## src/rtl/mcg_pkg.sv

```systemverilog
package mcg_pkg;
  localparam int unsigned DW    = 64;
  localparam int unsigned AW    = 16;
  localparam int unsigned WIN_W = 13;

  typedef enum logic [3:0] {
    SEL_NONE,
    SEL_GCFG,
    SEL_SELF,
    SEL_REV,
    SEL_INTC_BASE,
    SEL_PWR_BASE,
    SEL_INTC_STAT,
    SEL_PWR_STAT,
    SEL_L2,
    SEL_VP_CFG,
    SEL_VP_OTHER,
    SEL_VP_RBASE
  } reg_sel_e;

  localparam logic [AW-1:0] OFS_GCFG      = 16'h0000;
  localparam logic [AW-1:0] OFS_SELF      = 16'h0008;
  localparam logic [AW-1:0] OFS_REV       = 16'h0030;
  localparam logic [AW-1:0] OFS_INTC_BASE = 16'h0080;
  localparam logic [AW-1:0] OFS_PWR_BASE  = 16'h0088;
  localparam logic [AW-1:0] OFS_INTC_STAT = 16'h00D0;
  localparam logic [AW-1:0] OFS_PWR_STAT  = 16'h00F0;
  localparam logic [AW-1:0] OFS_L2        = 16'h0130;

  localparam logic [AW-1:0] WIN_LOC = 16'h2000;
  localparam logic [AW-1:0] WIN_OTH = 16'h4000;

  localparam logic [WIN_W-1:0] OFS_VP_CFG   = 13'h0010;
  localparam logic [WIN_W-1:0] OFS_VP_OTHER = 13'h0018;
  localparam logic [WIN_W-1:0] OFS_VP_RBASE = 13'h0020;

  function automatic logic [DW-1:0] sext32(input logic [31:0] v);
    return {{(DW-32){v[31]}}, v};
  endfunction
endpackage

```

## src/rtl/mcg_addr_dec.sv

```systemverilog
module mcg_addr_dec
  import mcg_pkg::*;
(
  input  logic [AW-1:0] addr_i,
  output reg_sel_e      sel_o,
  output logic          oth_o
);
  logic [AW-1:0]    win_base;
  logic [WIN_W-1:0] win_ofs;

  assign win_base = {addr_i[AW-1:WIN_W], {WIN_W{1'b0}}};
  assign win_ofs  = addr_i[WIN_W-1:0];

  always_comb begin
    sel_o = SEL_NONE;
    oth_o = 1'b0;
    if (win_base == WIN_LOC || win_base == WIN_OTH) begin
      oth_o = (win_base == WIN_OTH);
      case (win_ofs)
        OFS_VP_CFG:   sel_o = SEL_VP_CFG;
        OFS_VP_OTHER: sel_o = SEL_VP_OTHER;
        OFS_VP_RBASE: sel_o = SEL_VP_RBASE;
        default:      sel_o = SEL_NONE;
      endcase
    end else begin
      case (addr_i)
        OFS_GCFG:      sel_o = SEL_GCFG;
        OFS_SELF:      sel_o = SEL_SELF;
        OFS_REV:       sel_o = SEL_REV;
        OFS_INTC_BASE: sel_o = SEL_INTC_BASE;
        OFS_PWR_BASE:  sel_o = SEL_PWR_BASE;
        OFS_INTC_STAT: sel_o = SEL_INTC_STAT;
        OFS_PWR_STAT:  sel_o = SEL_PWR_STAT;
        OFS_L2:        sel_o = SEL_L2;
        default:       sel_o = SEL_NONE;
      endcase
    end
  end
endmodule

```

## src/rtl/mcg_comp_base.sv

```systemverilog
module mcg_comp_base
  import mcg_pkg::*;
#(
  parameter logic [DW-1:0] ADDR_MASK = 64'h0000_FFFF_FFFE_0000,
  parameter int unsigned   EN_BIT    = 0,
  localparam logic [DW-1:0] WR_MASK  = ADDR_MASK | (DW'(1) << EN_BIT)
) (
  input  logic          clk_i,
  input  logic          rst_ni,
  input  logic          we_i,
  input  logic          present_i,
  input  logic [DW-1:0] wdata_i,
  output logic [DW-1:0] base_q_o,
  output logic [DW-1:0] addr_o,
  output logic          en_o
);
  logic [DW-1:0] base_q;

  always_ff @(posedge clk_i or negedge rst_ni) begin
    if (!rst_ni) begin
      base_q <= '0;
    end else if (we_i && present_i) begin
      base_q <= wdata_i & WR_MASK;
    end
  end

  assign base_q_o = base_q;
  assign addr_o   = base_q & ADDR_MASK;
  assign en_o     = base_q[EN_BIT];
endmodule

```

## src/rtl/mcg_vp_regs.sv

```systemverilog
module mcg_vp_regs
  import mcg_pkg::*;
#(
  parameter int unsigned NUM_VP     = 4,
  parameter int unsigned OTHER_W    = 4,
  parameter logic [31:0] RBASE_MASK = 32'hFFFF_F000,
  parameter logic [31:0] RBASE_RST  = 32'hBFC0_0000,
  localparam int unsigned IDW       = (NUM_VP > 1) ? $clog2(NUM_VP) : 1
) (
  input  logic                 clk_i,
  input  logic                 rst_ni,
  input  logic [IDW-1:0]       rid_i,
  input  logic                 oth_i,
  input  logic                 other_we_i,
  input  logic                 rbase_we_i,
  input  logic [DW-1:0]        wdata_i,
  output logic [OTHER_W-1:0]   other_rd_o,
  output logic [31:0]          rbase_rd_o,
  output logic [NUM_VP*DW-1:0] exc_base_o
);
  logic [OTHER_W-1:0] other_q [NUM_VP];
  logic [31:0]        rbase_q [NUM_VP];
  logic [IDW-1:0]     tgt;
  logic [OTHER_W-1:0] other_new;
  logic               other_ok;

  // Target set: own ID, or the one the requester points at
  assign tgt       = oth_i ? other_q[rid_i][IDW-1:0] : rid_i;
  assign other_new = wdata_i[OTHER_W-1:0];
  assign other_ok  = 32'(other_new) < 32'(NUM_VP);

  always_ff @(posedge clk_i or negedge rst_ni) begin
    if (!rst_ni) begin
      for (int i = 0; i < NUM_VP; i++) begin
        other_q[i] <= '0;
        rbase_q[i] <= RBASE_RST & RBASE_MASK;
      end
    end else begin
      for (int i = 0; i < NUM_VP; i++) begin
        if (tgt == IDW'(i)) begin
          if (other_we_i && other_ok) other_q[i] <= other_new;
          if (rbase_we_i)             rbase_q[i] <= wdata_i[31:0] & RBASE_MASK;
        end
      end
    end
  end

  assign other_rd_o = other_q[tgt];
  assign rbase_rd_o = rbase_q[tgt];

  for (genvar g = 0; g < NUM_VP; g++) begin : g_exc
    assign exc_base_o[g*DW +: DW] = sext32(rbase_q[g] & RBASE_MASK);
  end
endmodule

```

## src/rtl/mcg_regbank.sv

```systemverilog
module mcg_regbank
  import mcg_pkg::*;
#(
  parameter int unsigned   NUM_VP         = 4,
  parameter int unsigned   OTHER_W        = 4,
  parameter logic [DW-1:0] REV            = 64'h800,
  parameter logic [DW-1:0] SELF_BASE      = 64'h1FBF_8000,
  parameter int unsigned   L2_BYPASS_BIT  = 20,
  parameter logic [DW-1:0] INTC_ADDR_MASK = 64'h0000_FFFF_FFFE_0000,
  parameter logic [DW-1:0] PWR_ADDR_MASK  = 64'h0000_FFFF_FFFF_8000,
  parameter int unsigned   COMP_EN_BIT    = 0,
  parameter logic [31:0]   RBASE_MASK     = 32'hFFFF_F000,
  parameter logic [31:0]   RBASE_RST      = 32'hBFC0_0000,
  localparam int unsigned  IDW            = (NUM_VP > 1) ? $clog2(NUM_VP) : 1
) (
  input  logic                 clk_i,
  input  logic                 rst_ni,
  input  logic                 req_i,
  input  logic                 we_i,
  input  logic [AW-1:0]        addr_i,
  input  logic [DW-1:0]        wdata_i,
  input  logic [IDW-1:0]       rid_i,
  output logic [DW-1:0]        rdata_o,
  input  logic                 intc_present_i,
  input  logic                 pwr_present_i,
  output logic [DW-1:0]        intc_base_o,
  output logic                 intc_en_o,
  output logic [DW-1:0]        pwr_base_o,
  output logic                 pwr_en_o,
  output logic [NUM_VP*DW-1:0] exc_base_o
);
  reg_sel_e           sel;
  logic               oth;
  logic               wr, rd;
  logic [DW-1:0]      intc_q, pwr_q;
  logic [OTHER_W-1:0] other_rd;
  logic [31:0]        rbase_rd;
  logic [DW-1:0]      rd_next, rd_q;

  assign wr = req_i && we_i;
  assign rd = req_i && !we_i;

  mcg_addr_dec i_dec (
    .addr_i (addr_i),
    .sel_o  (sel),
    .oth_o  (oth)
  );

  mcg_comp_base #(
    .ADDR_MASK (INTC_ADDR_MASK),
    .EN_BIT    (COMP_EN_BIT)
  ) i_intc_base (
    .clk_i     (clk_i),
    .rst_ni    (rst_ni),
    .we_i      (wr && sel == SEL_INTC_BASE),
    .present_i (intc_present_i),
    .wdata_i   (wdata_i),
    .base_q_o  (intc_q),
    .addr_o    (intc_base_o),
    .en_o      (intc_en_o)
  );

  mcg_comp_base #(
    .ADDR_MASK (PWR_ADDR_MASK),
    .EN_BIT    (COMP_EN_BIT)
  ) i_pwr_base (
    .clk_i     (clk_i),
    .rst_ni    (rst_ni),
    .we_i      (wr && sel == SEL_PWR_BASE),
    .present_i (pwr_present_i),
    .wdata_i   (wdata_i),
    .base_q_o  (pwr_q),
    .addr_o    (pwr_base_o),
    .en_o      (pwr_en_o)
  );

  mcg_vp_regs #(
    .NUM_VP     (NUM_VP),
    .OTHER_W    (OTHER_W),
    .RBASE_MASK (RBASE_MASK),
    .RBASE_RST  (RBASE_RST)
  ) i_vp (
    .clk_i      (clk_i),
    .rst_ni     (rst_ni),
    .rid_i      (rid_i),
    .oth_i      (oth),
    .other_we_i (wr && sel == SEL_VP_OTHER),
    .rbase_we_i (wr && sel == SEL_VP_RBASE),
    .wdata_i    (wdata_i),
    .other_rd_o (other_rd),
    .rbase_rd_o (rbase_rd),
    .exc_base_o (exc_base_o)
  );

  always_comb begin
    case (sel)
      SEL_SELF:      rd_next = SELF_BASE;
      SEL_REV:       rd_next = REV;
      SEL_INTC_BASE: rd_next = intc_q;
      SEL_PWR_BASE:  rd_next = pwr_q;
      SEL_INTC_STAT: rd_next = DW'(intc_present_i);
      SEL_PWR_STAT:  rd_next = DW'(pwr_present_i);
      SEL_L2:        rd_next = DW'(1) << L2_BYPASS_BIT;
      SEL_VP_CFG:    rd_next = DW'(NUM_VP - 1);
      SEL_VP_OTHER:  rd_next = DW'(other_rd);
      SEL_VP_RBASE:  rd_next = DW'(rbase_rd);
      default:       rd_next = '0;
    endcase
  end

  always_ff @(posedge clk_i or negedge rst_ni) begin
    if (!rst_ni) rd_q <= '0;
    else         rd_q <= rd ? rd_next : '0;
  end

  assign rdata_o = rd_q;
endmodule

```

## config.mk

```make
export PLATFORM = sky130hd
export DESIGN_NAME = mcg_regbank
export DESIGN_NICKNAME = d
export VERILOG_FILES = /design/src/rtl/mcg_pkg.sv /design/src/rtl/mcg_addr_dec.sv /design/src/rtl/mcg_comp_base.sv /design/src/rtl/mcg_vp_regs.sv /design/src/rtl/mcg_regbank.sv
export SDC_FILE = /design/constraint.sdc
export NUM_CORES = 1
export LEC_CHECK = 0
export ABC_AREA = 1
export BUFFER_PORTS_ARGS = -buffer_cell sky130_fd_sc_hd__buf_2
export CAP_MARGIN = 20
export CORE_AREA = 2 2 210 212
export CTS_BUF_LIST = sky130_fd_sc_hd__clkbuf_2
export CTS_CLUSTER_DIAMETER = 60
export DETAILED_ROUTE_END_ITERATION = 7
export DIE_AREA = 0 0 212 214
export PLACE_DENSITY_LB_ADDON = 0.3
export SLEW_MARGIN = 20
export SYNTH_ARGS = -nofsm -noshare
export SYNTH_HDL_FRONTEND = slang
export SYNTH_HIERARCHICAL = 1
export SYNTH_SLANG_ARGS = --single-unit
```

## constraint.sdc

```tcl
create_clock -name clk_i -period 2.11 [get_ports clk_i]
set_clock_uncertainty 0.1 [all_clocks]
set_input_delay 0.5275 -clock clk_i [delete_from_list [all_inputs] [get_ports clk_i]]
set_output_delay 0.5275 -clock clk_i [all_outputs]
set_load 0.01 [all_outputs]
```

Word-level counts from Yosys, hierarchy flattened
Cells that the tools add are included.
- register bits: 226
- latch bits: 0
- RAM bits: 0
- bits in read-only memories: 0
- input port bits: 88
- output and inout bits: 450
- memories kept: 0
- add/subtract/negate cells: 0
- $mul: 0
- div/mod/pow operators: 0
- $lt $le $gt $ge: 3
- equal/unequal tests: 25
- shift operators: 0
- muxes and demuxes: 16
- bitwise logic cells: 2
- reduce and logical (&&, ||, !) cells: 21
- operators with widths (cell ; number):
    $pmux W48 S10 ; 1
    $bmux W32 S2 ; 1
    $eq A16 B8 Y1 const B ; 4
    $mux W32 ; 2
    $mux W64 ; 1
    $pmux W4 S8 ; 1
    $eq A13 B5 Y1 const B ; 2
    $bmux W4 S2 ; 2
    $eq A16 B4 Y1 const B ; 1
    $eq A16 B6 Y1 const B ; 1
    $eq A16 B9 Y1 const B ; 1
    $eq A4 B3 Y1 const B ; 4
    $eq A4 B4 Y1 const B ; 4
    $logic_not A16 Y1 ; 1
    $reduce_and A2 Y1 ; 8
    $eq A13 B6 Y1 const B ; 1
    $mux W4 ; 3
    $pmux W4 S3 ; 1
    $logic_and A1 B1 Y1 ; 9
    $eq A4 B2 Y1 const B ; 2
    $ge A3 B3 Y1 const B ; 2
    $mux W2 ; 3
    $not A2 Y3 ; 2
    $eq A2 B2 Y1 const B ; 2
    other kinds (8) ; 8

Longest topological paths before layout
Gate-level depths: netlist of run 1.
- depth after elaboration: 11
- gate-level depth with buffers: 18

Modules after synthesis
The synthesis of run 1 kept the hierarchy.
- by module, submodules not included (module ; times used ; cells each ; area an instance (µm²)):
    mcg_vp_regs ; 1 ; 878 ; 6461.2
    mcg_regbank ; 1 ; 435 ; 3226.8
    mcg_comp_base at i_pwr_base ; 1 ; 244 ; 2139.6
    mcg_comp_base at i_intc_base ; 1 ; 238 ; 2099.5
    mcg_addr_dec ; 1 ; 79 ; 356.6

Least setup slack after synthesis of run 1
No wires, ideal clock.
- path kind: in2reg
- start: input addr_i[9]
- end: register i_vp/other_q[8] (netlist name)
- setup time: 0.117 ns
- arrival time: 2.339 ns
- data required time: 1.893 ns
- path slack: -0.446 ns
- stages: 14
- path buffers: 1
- cell sequence: nor2_2 > nand2_2 > nor2_4 > inv_1 > nor2_1 > nor2_1 > nand2_1 > inv_1 > nor4_1 > nor3b_1 > clkbuf_1 > nand3_1 > nand2_1 > nand2_1
- word-level cells in the longest chain between the ends: 7
- elaborated cells between the ends (all ways): 18
- classes of those cells: 11 x eq/ne; 3 x mux; 4 x reduce/logical
- ends and longest elaborated chain (what ; RTL line ; RTL):
    start: declaration ; mcg_regbank.sv:20 ; input logic [AW-1:0] addr_i,
    $eq A16 B9 Y1, or another cell as far along ; mcg_addr_dec.sv:26 ; case (addr_i)
    $pmux W4 S8 or $pmux W4 S3 (tied branches) ; mcg_addr_dec.sv:26, mcg_addr_dec.sv:19 ;
    $mux W4 (*) ; mcg_addr_dec.sv:17 ; if (win_base == WIN_LOC || win_base == WIN_OTH) begin
    via sel[1] ; mcg_regbank.sv:32 ; reg_sel_e sel;
    $eq A4 B4 Y1 (*) ; mcg_regbank.sv:87 ; .other_we_i (wr && sel == SEL_VP_OTHER),
    $logic_and A1 B1 Y1 (*) ; mcg_regbank.sv:87 ;
    $logic_and A1 B1 Y1 (*) ; mcg_vp_regs.sv:41 ; if (other_we_i && other_ok) other_q[i] <= other_new;
    $reduce_and A2 Y1 (no source line) (*) ; - ;
    end signal: indexed assignment ; mcg_vp_regs.sv:41 ;
    end: declaration ; mcg_vp_regs.sv:21 ; logic [OTHER_W-1:0] other_q [NUM_VP];
Mark *: on every way through the listed nets, which the timed path passes. The rest lies on a longest branch.
A chain may end at the register's enable or synchronous reset.

Worst setup path in the final report of run 1
- start: register i_vp.rbase_q, in the netlist i_vp/exc_base_o[31]
- end: output exc_base_o[62]
- RTL lines (what ; RTL line ; RTL):
    start: declaration ; mcg_vp_regs.sv:22 ; logic [31:0] rbase_q [NUM_VP];
    start signal: indexed assignment ; mcg_vp_regs.sv:36 ; rbase_q[i] <= RBASE_RST & RBASE_MASK;
    start signal: indexed assignment ; mcg_vp_regs.sv:42 ; if (rbase_we_i) rbase_q[i] <= wdata_i[31:0] & RBASE_MASK;
    end: declaration ; mcg_regbank.sv:30 ; output logic [NUM_VP*DW-1:0] exc_base_o
No word-level cell between the ends.

==> flow_summary.yaml, run 1 <==
clock_network:
  clock_path_buffers: 3
  cts_sinks: 226
  cts_inserted_buffers: 61
  cts_tree: "done"
  cts_root_buf: "clkbuf_2"
  clock_latency_ps: 1050
  htreeDepth: 2
  cts.clk_slew.worst_paths_ps: 110
synthesis:
  synthFlopType: "dfrtp_1"
  synth_edf_count: 0
  ys_top_cells_by_area: "dfrtp_1, buf_4, nand2_1"
  synth_top_cell_by_area: "dfrtp_1"
  ys_seq_elements: 226
  ys_seq_area_share_pct: 39.9
  async_reset_ff_share_pct: 100
  synthCells: 1874
  synth_area_mm2: 0.0143
  ys_types: 31
  avgSynthCellArea_um2: 7.62
  yosys_warnings: 6
  yosysTopAreaCellShare_pct: 33.3
routing:
  vias: 13500
  via_per_inst: 4.48
  wl_per_cell_um: 16.8
  drtPass1Iterations: 5
  drtIter0Drc: 1054
  ant_nets: 0
  wl_mm: 50.6
  drc: 0
cells_and_area:
  fill_cells: 4325
  fin_cells: 3010
  final_layout_size_suffix_gt1_share_pct: 37.1
  area_growth_pct: 35.7
  nets: 2466
critical_path:
  cp_num_buf_inv: 2
  crit_required_ps: 1480
  slowest_delay_ps: 730
  critPathArrivalTime_ps: 2000
  crit_type: "register to output pin"
  cp_max_fo: 9
  crit_family: "flip-flops"
  path_cells: "clkbuf_16 > buf_2"
  crit_path_end_kind: "output pin"
  startpoint_type: "register"
  cpMaxStageDelayCell: "dfstp_4"
sta:
  slew_headroom_pct: 33.3
  fmax_mhz: 381
  fin_setup_tns_ps: -80910
  rsz0062_at_grt: "true"
  slew_violations: 0
  period_minus_slack_ps: 2620
  setup_viol: 335
  worst_slew_pin_slew_ps: 999
  hold_violations: 0
  final.setup.worst_slack_ps: -513
  finalCritPeriodShare_pct: 124
placed_design:
  gp_congestion: 0.890
  place_hpwl_mm: 32.6
  io_buffers: 401
  dp.cells: 2660
power:
  total_power_mw: 8.52
  power_density_mw_per_mm2: 440
  vdd_drop_max_mv: 0.327
  p_leak_nw: 11.2
global_route:
  grt_pass1_vias: 12900
  grt_usage_pct: 21.2
  overflow: 0
  antenna_found_initial: 1
  grt_pass1_wl_mm: 74.9
  grt_max_degree: 53
worst_hold_path:
  hp-class: "input pin to register"
floorplanning:
  die-width_um: 212
  dieArea_mm2: 0.0454
  rows: 76
  io_pins: 538
  core_mm2: 0.0429
  chipHeight_um: 214
  initial_core_util_pct: 33.3
flow_run:
  drv_cap: 0
outcome:
  run_status: "complete, but fails checks"
  failed_checks: "setup timing"
where the power goes:
group	leakage [nW]	switching (mW)	internal [mW]
Clock	0.423	2.01	1.34
Combinational	7.72	0.577	0.263
Sequential	3.03	0.000172	4.33
Total	11.2	2.59	5.94
state kept, by name (all words and copies together) (netlist names):
| name | count |
|---|---|
| i_pwr_base/base_q_o | 34 |
| i_vp/exc_base_o | 80 |
| i_intc_base/base_q_o | 32 |
| i_vp/other_q | 16 |
| rdata_o | 64 |
tightest hold or removal path: cells and delay by family:
family | cells | cell delay (ps)
simple gates | 2 | 130
buf+inv | 2 | 640
cells in the mapped netlist, drive strengths merged (2+ instances only):
cell,n
conb,3
buf,466
dfrtp,190
nand3b,2
nand3,246
nor2,75
nand2,678
a21oi,32
dfstp,36
clkbuf,20
inv,50
nand4,69
final cells by class:
type	instances	area, µm²	share of cell area [%]
Tap cell	585	732	3.78
Inverter	51	200	1.03
Timing Repair Buffer	744	6440	33.2
Clock buffer	84	420	2.17
Clock inverter	25	155	0.801
Multi-Input combinational cell	1294	5710	29.5
Sequential cell	226	5710	29.5
Antenna cell	1	2.50	0.0129
logic make-up after synthesis:
family | Yosys count | share of synthesized area, %
simple gates | 1073 | 32.8
buf+inv | 537 | 26.0
flops | 226 | 39.9
compound gates | 35 | 1.26
other cells | 3 | 0.0788
final timing paths:
path                       slack, ps                        to                start  cells past startpoint
max                             -510            exc_base_o[62]  i_vp/exc_base_o[31]                      2
min                              170  i_intc_base/base_q_o[46]          wdata_i[46]                      4
max reg2reg                      120               rdata_o[12]      i_vp/other_q[0]                     14
min reg2reg                      370          i_vp/other_q[11]     i_vp/other_q[11]                      2
max in group asynchronous        920       i_vp/exc_base_o[31]               rst_ni                      4
min in group asynchronous        570               rdata_o[28]               rst_ni                      4
layer usage:
metal	track usage [%]	wire length (µm)	up-vias
li1	-	-	6448
met2	35.0	24600	553
met1	27.7	21300	6400
met4	7.04	1140	0
met3	4.21	3570	81
met5	0	0	-
metrics by stage:
step | util [%] | area [µm²] | hold WS (ps) | setup slack [ps]
floorplan | - | 15100 | 132 | -153
global placement | 35.9 | 15400 | 345 | -441
detailed placement | 35.9 | 15400 | 348 | -453
CTS | 42.5 | 18200 | 46.3 | -602
global route | 45.2 | 19400 | 81.9 | -628
finish | 45.2 | 19400 | 173 | -513
layout by cell type (no fill, tap or decap), drive strengths merged:
cell	netlist	layout
nand2	678	678
a21oi	32	32
diode	0	1
bufinv	0	2
conb	3	186
inv	50	51
nor3b	1	1
clkinv	1	23
nand3	246	246
buf	466	685
o21bai	1	1
dfstp	36	36
nand3b	2	2
nor4	1	1
clkbuf	20	94
nor3	1	1
o21ai	1	1
o31ai	1	1
nor2	75	75
dlygate4sd3	0	49
nand4	69	69
dfrtp	190	190
repair_timing:
action | 4_1_cts | 5_1_grt
hold buffers | 50 | 1
setup endpoints to repair | 338 | 361
pin swaps | 0 | 3
gates resized for setup | 154 | 95
cloned | 3 | 10
endpoints found under the hold margin | 396 | 15
setup buffers | 135 | 42
(Power assumes the default switching activity.)
==> inputs of run 2 (changes only) <==
- SKIP_LAST_GASP: unset -> 1
==> flow_summary.yaml, run 2 (same netlist as run 1, synthesis figures left out) <==
routing:
  drtIter0Drc: 949
  via_per_inst: 4.50
  wl_per_cell_um: 16.8
  drc: 0
  vias: 13600
  wl_mm: 50.6
  drtPass1Iterations: 5
  ant_nets: 0
cells_and_area:
  area_growth_pct: 35.5
  fin_util_pct: 45.1
  nets: 2466
  final_layout_size_suffix_gt1_share_pct: 37.1
  mostFrequentLayoutCells: "nand2_1, buf_4, nand3_1"
  multi_input_area_mm2: 0.00571
  fill_cells: 4326
  largest_reg_flops: 80
  final_common_cell: "nand2_1"
  final_area_mm2: 0.0194
  seq_area_mm2: 0.00571
  fin_cells: 3010
power:
  power_density_mw_per_mm2: 440
  vdd_drop_max_mv: 0.324
  p_leak_nw: 11.2
outcome:
  failed_checks: "setup timing"
  run_status: "complete, but fails checks"
critical_path:
  startpoint_type: "register"
  path_cells: "clkbuf_16 > buf_6"
  cp_num_buf_inv: 2
  crit_required_ps: 1480
  slowest_delay_ps: 740
  crit_type: "register to output pin"
  crit_start: "i_vp/exc_base_o[95]"
  critPathArrivalTime_ps: 2000
  crit_family: "flip-flops"
  cpMaxStageDelayCell: "dfstp_4"
  crit_path_end_kind: "output pin"
  ff2ff_setup_slack_ps: 140
  timing.rr.start: "i_vp/other_q[0]"
  cp_max_fo: 8
clock_network:
  cts_inserted_buffers: 61
  clock_latency_ps: 1050
  cts_sinks: 226
  cts.clk_slew.worst_paths_ps: 110
  cts_root_buf: "clkbuf_2"
  clock_path_buffers: 3
  htreeDepth: 2
  cts_tree: "done"
sta:
  slew_violations: 0
  worst_slew_pin_slew_ps: 998
  period_minus_slack_ps: 2630
  final.setup.worst_slack_ps: -515
  fmax_mhz: 381
  slew_headroom_pct: 33.4
  rsz0062_at_grt: "true"
  setup_viol: 336
  hold_violations: 0
  finalCritPeriodShare_pct: 124
floorplanning:
  core_mm2: 0.0429
  chipHeight_um: 214
  dieArea_mm2: 0.0454
  rows: 76
  io_pins: 538
  initial_core_util_pct: 33.3
  die-width_um: 212
global_route:
  grt_pass1_vias: 12900
  grt_usage_pct: 21.2
  grt_max_degree: 53
  grt_pass1_wl_mm: 74.9
  overflow: 0
  antenna_found_initial: 1
placed_design:
  place_hpwl_mm: 32.6
  io_buffers: 401
  pre_cts_slack_ps: -453
  gp_congestion: 0.890
  placed_area_mm2: 0.0154
  dp.cells: 2660
flow_run:
  drv_cap: 0
worst_hold_path:
  min_from: "wdata_i[46]"
  hp-class: "input pin to register"
==> run 2: layer usage <==
layer / routed length [µm] / global-route usage, % / vias to the layer above
li1: - / - / 6444
met1: 21300 / 27.7 / 6457
met2: 24600 / 35.0 / 574
met3: 3640 / 4.21 / 78
met4: 1100 / 7.04 / 0
met5: 0 / 0 / -
==> run 2: power by group <==
part	internal, mW	switching (mW)	leakage (nW)
Clock	1.34	2.01	0.423
Sequential	4.33	0.000171	3.03
Combinational	0.263	0.576	7.72
==> run 2: worst paths after layout <==
path                                            end  cells after the start
min in group asynchronous               rdata_o[28]                      4
max in group asynchronous       i_vp/exc_base_o[31]                      4
hold reg to reg                    i_vp/other_q[11]                      2
setup / recovery                    exc_base_o[100]                      2
hold / removal             i_intc_base/base_q_o[46]                      4
setup reg to reg                        rdata_o[12]                     14
==> run 2: final cells by class <==
cell class | count | share of cell area (%)
inverters | 51 | 1.03
repair buffers | 744 | 33.2
multi-input cells | 1294 | 29.5
well taps | 585 | 3.78
diodes | 1 | 0.0129
clock buffers | 84 | 2.17
clock inverters | 25 | 0.802
flip-flops and latches | 226 | 29.5
==> run 2: worst reg2reg max path, cell delays in order, from the launching register on <==
cell and delay (ps):
dfrtp_1 420, nand2_1 100, nand3_2 100, nand2_4 130, nand2_8 100, buf_12 150
clkbuf_16 180, nand2_1 60, nand2_1 40, nand2_1 60, nand2_1 90, nand2_1 90
nand3_1 70, nand2_1 60, inv_1 60
==> run 2: per-stage QoR <==
step | total power, mW | setup TNS (ps) | hold WS (ps)
global placement | 5.13 | -72440 | 345
finish | 8.52 | -80690 | 173
global route | 8.95 | -120580 | 81.9
CTS | 8.59 | -117220 | 46.3
floorplan | 4.99 | -12190 | 132
detailed placement | 5.13 | -74990 | 348
==> run 2: timing repair <==
item / 4_1_cts / 5_1_grt
setup buffers: 135 / 42
hold endpoints to repair: 396 / 15
pin swaps: 0 / 3
setup endpoints to repair: 338 / 361
hold buffers: 50 / 1
gates cloned: 3 / 10
resized for setup: 154 / 92
